$ cat config.mk
export PLATFORM = sky130hd
export DESIGN_NAME = serctl_port
export DESIGN_NICKNAME = d
export VERILOG_FILES = /design/src/rtl/serctl_pkg.sv /design/src/rtl/serctl_sync.sv /design/src/rtl/serctl_ctrl.sv /design/src/rtl/serctl_dpath.sv /design/src/rtl/serctl_port.sv
export SDC_FILE = /design/constraint.sdc
export NUM_CORES = 1
export LEC_CHECK = 0
export BUFFER_PORTS_ARGS = -buffer_cell sky130_fd_sc_hd__buf_2
export CAP_MARGIN = 20
export CORE_MARGIN = 8
export CORE_UTILIZATION = 30
export CTS_CLUSTER_DIAMETER = 150
export CTS_CLUSTER_SIZE = 28
export DETAILED_ROUTE_END_ITERATION = 6
export PLACE_DENSITY_LB_ADDON = 0.2
export SYNTH_ARGS = -nofsm -noshare
export SYNTH_HDL_FRONTEND = slang
export SYNTH_SLANG_ARGS = --single-unit
$ cat constraint.sdc
create_clock -name clk -period 1.9 [get_ports clk]
set_clock_uncertainty 0.15 [all_clocks]
set_input_delay 0.19 -clock clk [delete_from_list [all_inputs] [get_ports clk]]
set_output_delay 0.19 -clock clk [all_outputs]
set_load 0.1 [all_outputs]
$ cat src/rtl/serctl_pkg.sv
package serctl_pkg;
  parameter int WORD_W   = 16;
  parameter int NUM_REGS = 4;
  parameter int TRAIL_PULSES = 4;
  parameter int MIC_BIT  = 15;

  typedef struct packed {
    logic clear;   // start of a new frame
    logic shift;   // capture one data bit
    logic commit;  // trailing pulses done, write the word
  } ctlStrobes_t;
endpackage

$ cat src/rtl/serctl_sync.sv
module serctl_sync #(
  parameter int W = 1,
  parameter int STAGES = 2,
  parameter logic [W-1:0] RST_VAL = '0
) (
  input  logic         clk,
  input  logic         rstN,
  input  logic [W-1:0] din,
  output logic [W-1:0] dout
);
  logic [W-1:0] stage [STAGES];

  always_ff @(posedge clk or negedge rstN) begin
    if (!rstN) begin
      for (int s = 0; s < STAGES; s++) stage[s] <= RST_VAL;
    end else begin
      stage[0] <= din;
      for (int s = 1; s < STAGES; s++) stage[s] <= stage[s-1];
    end
  end

  assign dout = stage[STAGES-1];
endmodule

$ cat src/rtl/serctl_ctrl.sv
module serctl_ctrl
  import serctl_pkg::*;
#(
  parameter int WORD_W = serctl_pkg::WORD_W,
  parameter int TRAIL_PULSES = serctl_pkg::TRAIL_PULSES
) (
  input  logic        clk,
  input  logic        rstN,
  input  logic        frameTick,
  input  logic        strobeS,
  input  logic        enableNS,
  output ctlStrobes_t stb
);
  localparam int CNT_W = $clog2(WORD_W + 1);
  localparam int TRL_W = (TRAIL_PULSES > 1) ? $clog2(TRAIL_PULSES) : 1;
  localparam logic [CNT_W-1:0] BIT_FULL   = CNT_W'(WORD_W);
  localparam logic [TRL_W-1:0] TRAIL_LAST = TRL_W'(TRAIL_PULSES - 1);

  typedef enum logic [1:0] {ST_IDLE, ST_SHIFT, ST_TRAIL} state_t;

  state_t state, stateN;
  logic [CNT_W-1:0] bitCnt;
  logic [TRL_W-1:0] trailCnt;
  logic strobePrev;
  logic strobeRise;
  logic trailInc;

  assign strobeRise = frameTick && strobeS && !strobePrev;

  always_comb begin
    stateN   = state;
    stb      = '0;
    trailInc = 1'b0;
    if (frameTick) begin
      case (state)
        ST_IDLE: begin
          if (!enableNS) stateN = ST_SHIFT;
        end
        ST_SHIFT: begin
          if (enableNS) begin
            stateN = (bitCnt == BIT_FULL) ? ST_TRAIL : ST_IDLE;
          end else if (strobeRise && bitCnt != BIT_FULL) begin
            stb.shift = 1'b1;
          end
        end
        ST_TRAIL: begin
          if (!enableNS) begin
            stateN = ST_SHIFT;
          end else if (strobeRise) begin
            if (trailCnt == TRAIL_LAST) begin
              stb.commit = 1'b1;
              stateN = ST_IDLE;
            end else begin
              trailInc = 1'b1;
            end
          end
        end
        default: stateN = ST_IDLE;
      endcase
    end
    stb.clear = (state != ST_SHIFT) && (stateN == ST_SHIFT);
  end

  always_ff @(posedge clk or negedge rstN) begin
    if (!rstN) begin
      state      <= ST_IDLE;
      bitCnt     <= '0;
      trailCnt   <= '0;
      strobePrev <= 1'b0;
    end else begin
      state <= stateN;
      if (frameTick) strobePrev <= strobeS;
      if (stb.clear) bitCnt <= '0;
      else if (stb.shift) bitCnt <= bitCnt + 1'b1;
      if (state != ST_TRAIL && stateN == ST_TRAIL) trailCnt <= '0;
      else if (trailInc) trailCnt <= trailCnt + 1'b1;
    end
  end

  // pins only act on tick cycles
  p_act_on_tick_r7: assert property (@(posedge clk) disable iff (!rstN)
    (stb.shift || stb.commit) |-> frameTick);

  // never more than a word of bits counted
  p_bitcnt_bound_r10: assert property (@(posedge clk) disable iff (!rstN)
    bitCnt <= BIT_FULL);

  // trailing phase only after a full word
  p_trail_full_r6: assert property (@(posedge clk) disable iff (!rstN)
    (state == ST_TRAIL && $past(state) == ST_SHIFT) |-> $past(bitCnt) == BIT_FULL);

  // a commit happens only with frame enable released
  p_commit_released_r3: assert property (@(posedge clk) disable iff (!rstN)
    stb.commit |-> enableNS);
endmodule

$ cat src/rtl/serctl_dpath.sv
module serctl_dpath
  import serctl_pkg::*;
#(
  parameter int WORD_W   = serctl_pkg::WORD_W,
  parameter int NUM_REGS = serctl_pkg::NUM_REGS,
  parameter int MIC_BIT  = serctl_pkg::MIC_BIT
) (
  input  logic                       clk,
  input  logic                       rstN,
  input  ctlStrobes_t                stb,
  input  logic                       dataS,
  output logic [NUM_REGS*WORD_W-1:0] regsFlat,
  output logic                       wrPulse,
  output logic [$clog2(NUM_REGS)-1:0] wrIndex
);
  localparam int IDX_W = $clog2(NUM_REGS);

  logic [WORD_W-1:0] shiftReg;
  logic [IDX_W-1:0]  selIdx;
  logic              wordOk;
  logic [WORD_W-1:0] regs [NUM_REGS];

  assign selIdx = shiftReg[IDX_W:1];
  assign wordOk = !shiftReg[0];

  always_ff @(posedge clk or negedge rstN) begin
    if (!rstN) begin
      shiftReg <= '0;
      wrPulse  <= 1'b0;
      wrIndex  <= '0;
    end else begin
      if (stb.clear) shiftReg <= '0;
      else if (stb.shift) shiftReg <= {shiftReg[WORD_W-2:0], dataS};
      wrPulse <= stb.commit && wordOk;
      if (stb.commit && wordOk) wrIndex <= selIdx;
    end
  end

  for (genvar i = 0; i < NUM_REGS; i++) begin : g_reg
    localparam logic [WORD_W-1:0] RST_WORD =
      (WORD_W'(i) << 1) | ((i == 0) ? (WORD_W'(1) << MIC_BIT) : '0);

    always_ff @(posedge clk or negedge rstN) begin
      if (!rstN) regs[i] <= RST_WORD;
      else if (stb.commit && wordOk && selIdx == IDX_W'(i)) regs[i] <= shiftReg;
    end

    assign regsFlat[i*WORD_W +: WORD_W] = regs[i];

    // a register not addressed by a valid commit holds its value
    p_hold_unselected_r4: assert property (@(posedge clk) disable iff (!rstN)
      !(stb.commit && wordOk && selIdx == IDX_W'(i)) |=> $stable(regs[i]));
  end

  // write pulse lasts a single cycle
  p_pulse_single_r8: assert property (@(posedge clk) disable iff (!rstN)
    wrPulse |=> !wrPulse);

  // an odd word produces no write pulse
  p_odd_discard_r5: assert property (@(posedge clk) disable iff (!rstN)
    (stb.commit && shiftReg[0]) |=> !wrPulse);
endmodule

$ cat src/rtl/serctl_port.sv
module serctl_port
  import serctl_pkg::*;
(
  input  logic        clk,
  input  logic        rstN,
  input  logic        frameTick,
  input  logic        serStrobe,
  input  logic        serEnableN,
  input  logic        serData,
  output logic [63:0] ctrlRegs,
  output logic        micEnable,
  output logic [1:0]  erleThr,
  output logic [1:0]  noiseThr,
  output logic [1:0]  hdDetThr,
  output logic [1:0]  holdDelay,
  output logic [1:0]  noiseRamp,
  output logic [1:0]  suppThr,
  output logic        pathSens,
  output logic        wrPulse,
  output logic [1:0]  wrIndex
);
  localparam int W = serctl_pkg::WORD_W;

  logic [2:0]  pinsS;
  ctlStrobes_t stb;
  logic [W-1:0] reg0, reg2;

  serctl_sync #(.W(3), .STAGES(2), .RST_VAL(3'b010)) u_sync (
    .clk(clk), .rstN(rstN),
    .din({serStrobe, serEnableN, serData}),
    .dout(pinsS)
  );

  serctl_ctrl #(.WORD_W(W), .TRAIL_PULSES(serctl_pkg::TRAIL_PULSES)) u_ctrl (
    .clk(clk), .rstN(rstN), .frameTick(frameTick),
    .strobeS(pinsS[2]), .enableNS(pinsS[1]), .stb(stb)
  );

  serctl_dpath #(.WORD_W(W), .NUM_REGS(serctl_pkg::NUM_REGS),
                 .MIC_BIT(serctl_pkg::MIC_BIT)) u_dpath (
    .clk(clk), .rstN(rstN), .stb(stb), .dataS(pinsS[0]),
    .regsFlat(ctrlRegs), .wrPulse(wrPulse), .wrIndex(wrIndex)
  );

  assign reg0 = ctrlRegs[0*W +: W];
  assign reg2 = ctrlRegs[2*W +: W];

  assign micEnable = reg0[serctl_pkg::MIC_BIT];
  assign erleThr   = reg2[15:14];
  assign noiseThr  = reg2[13:12];
  assign hdDetThr  = reg2[11:10];
  assign holdDelay = reg2[9:8];
  assign noiseRamp = reg2[7:6];
  assign suppThr   = reg2[5:4];
  assign pathSens  = reg2[3];
endmodule

==> impl_results.md <==
- Status: complete, no violations
- Arr. time, crit path: around 1.9 ns
- Period utilization: 0.947
- Final Max Slew Viols: 0
- Peak supply drop: between 0.0003 and 0.0004 V
- Commonest cells in the netlist: dfrtp_1 (92), mux2_2 (35), nand2_1 (22), mux2_4 (21), mux2i_1 (19)
- Required @ worst endpoint: 1.97 ns
- Final Net Count: about 380
- Synth warn: 0
- Vias/cell: around 4.4
- Post-route DRC: 0
- CORE AREA: 13700 µm²
- Post-DP Area: 4760 µm²
- Crit. End Element: register
- All-Layer GR Usage: 0.101
- DRT iter0 DRCs: 120
- Routability cong.: ~0.68
- Final min period: between 1.5 and 2 ns
- Syn-to-layout area delta: 23.5%
- Asr flop ratio synth: 1.00
- Post-synth EDFFs: 0
- Top_reg_cell synth: dfrtp_1
- Largest net degree at the start of global routing: between 40 and 50
- DIE WIDTH: 133 µm
- Register Area: roughly 2500 µm²
- Gr ovfl total: 0
- Mapped Cells: 278
- First-pass GRT wire length: 14200 µm
- Clock Sinks: between 90 and 100
- Ratio of cells with drive above 1 in the final layout: 0.485
- Hold crit path type: primary input to register
- TritonCTS clock tree: done
- Synth Register Bits: ~100
- Via count: between 2000 and 2500
- TritonRoute pass-1 iters: 4
- Post-DP HPWL: around 6000 µm
- Yosys top cell by area: dfrtp_1
- Design area: roughly 5100 µm²
- CP Launch Type: register
- Area of the multi-input gates: 1430 µm²
- WL final: about 8600 µm
- Placement Rows: between 40 and 50
- Post-Synthesis Cell Area: between 4000 and 5000 µm²
- Rel. slew slack: 0.669
- Worst reg-to-reg setup slack: 0.10 ns
- Number of global-route vias before repair: roughly 2600
- Top cells by area, synth: dfrtp_1 (56%), mux2_2 (9.6%), mux2_4 (7.7%), mux2i_1 (4.6%), dfstp_2 (4.5%)
- # port buffers: between 80 and 90
- Worst Tran Pin Value: ~0.50 ns
- Max-cap violations: 0
- RSZ-0062 raised after global routing: false
- Initial Util: 0.301
- ANT nets after route: 0
- Mean Syn Cell Area: 14.8 µm²
- Finished Layout Cells: ~550
- Synth Net Count: ~290
- Hold Vio Cnt, Final: 0
- Root Buffer: clkbuf_16
- Post-place setup slack: -0.0603 ns
- Top Ports: 87
- PwrDens: ~770 nW/µm²
- Setup CP Type: register to register
- Synth cell types: 35
- Post-route setup slack: roughly 0.10 ns
- Die area: ~18000 µm²
- Antenna Diode Count: 0
- Post-Place Cells: between 500 and 600
- Area share of the largest cell type after synthesis: 0.559
- Fin Hold WS: 0.0706 ns
- CTS max path bufs: 2
- Later-pin clock latency in the skew report: approximately 0.34 ns
- F_max: around 0.56 GHz
- Post-layout util: 0.372
- Initial antenna violation count: 0
- CP Max Fanout: 16
- Total power draw: about 4 mW
- Total negative setup slack: 0 ns
- LEAKAGE: roughly 2.9 nW
- Wire per inst: roughly 16 µm
- Worst-path clk slew: 0.06 ns
- Final setup viols: 0
- Most common cell in the netlist: dfrtp_1
- H-tree levels: 3
- TritonCTS Buffers: 9
- # fillers: around 1300
- Chip height: 133 µm
- Sequential-to-total area share from yosys stat: 0.604
==> cells by family after synthesis <==
kind of cell               after synthesis  synth area share
DFF                                     99             0.604
adders and majority gates                3           0.00912
muxes                                   75             0.219
and+or+nand+nor                         59             0.100
AOI/OAI and AO/OA                       11            0.0176
buffers and inverters                   31            0.0508
==> worst max-delay path, stage by stage, from the launching register on <==
cell and delay, ns:
dfstp_2 0.52, and4b_1 0.26, buf_12 0.14, nand4b_4 0.11, buf_12 0.19, mux2_4 0.30
==> cell type report <==
type | instances | share of cell area
Clock buffer | 14 | 0.0480
Timing Repair Buffer | 104 | 0.131
Clock inverter | 2 | 0.00295
Multi-Input combinational cell | 148 | 0.280
Tap cell | 180 | 0.0443
Sequential cell | 99 | 0.489
Inverter | 6 | 0.00443
==> sequential cells by signal (all words and copies together) (netlist names) <==
register           count
u_ctrl.trailCnt        2
u_dpath.shiftReg      16
u_dpath.regsFlat      64
u_sync.stage           3
u_ctrl.strobePrev      1
u_dpath.wrIndex        2
u_ctrl.bitCnt          5
u_sync.dout            3
u_ctrl.state           2
u_dpath.wrPulse        1
==> placed cells by master, fill, tap and decap left out, drive strengths merged, types with 6 or more instances in the layout <==
master  Yosys  layout
nand2b      6       6
dfstp       7       7
mux2       56      56
and2        8       8
nand2      22      22
clkbuf      2      14
inv         6       6
dfrtp      92      92
buf        23     100
mux2i      19      19
==> worst paths after layout <==
kind / start / to / cells after the start
max in group asynchronous: rstN / u_sync.dout[1] / 3
max: u_sync.dout[1] / u_dpath.regsFlat[27] / 5
max reg2reg: u_sync.dout[1] / u_dpath.regsFlat[27] / 5
min in group asynchronous: rstN / u_dpath.regsFlat[48] / 2
min reg2reg: u_sync.stage[5] / u_sync.dout[2] / 0
min: frameTick / u_ctrl.state[0] / 2
==> power breakdown <==
group,total (mW),internal [mW],leakage [nW],switching (mW)
Clock,1.63,0.891,0.117,0.736
Combinational,0.140,0.0566,1.46,0.0838
Sequential,2.15,2.13,1.34,0.0194
Total,3.92,3.08,2.92,0.839
==> repair_timing <==
item / in CTS / in global routing
hold endpoints to repair: 67 / 0
cloned: 0 / 0
endpoints found under the setup margin: 52 / 51
buffers inserted: 0 / 1
hold buffers: 4 / 0
gates resized for setup: 1 / 1
pin swaps: 0 / 1
==> metal layers <==
layer,track usage,wire (µm),vias up
li1,-,-,1138
met1,0.127,3950,1238
met2,0.151,3860,64
met3,0.0358,609,14
met4,0.0487,167,0
met5,0,0,-
(Power assumes the default switching activity.)
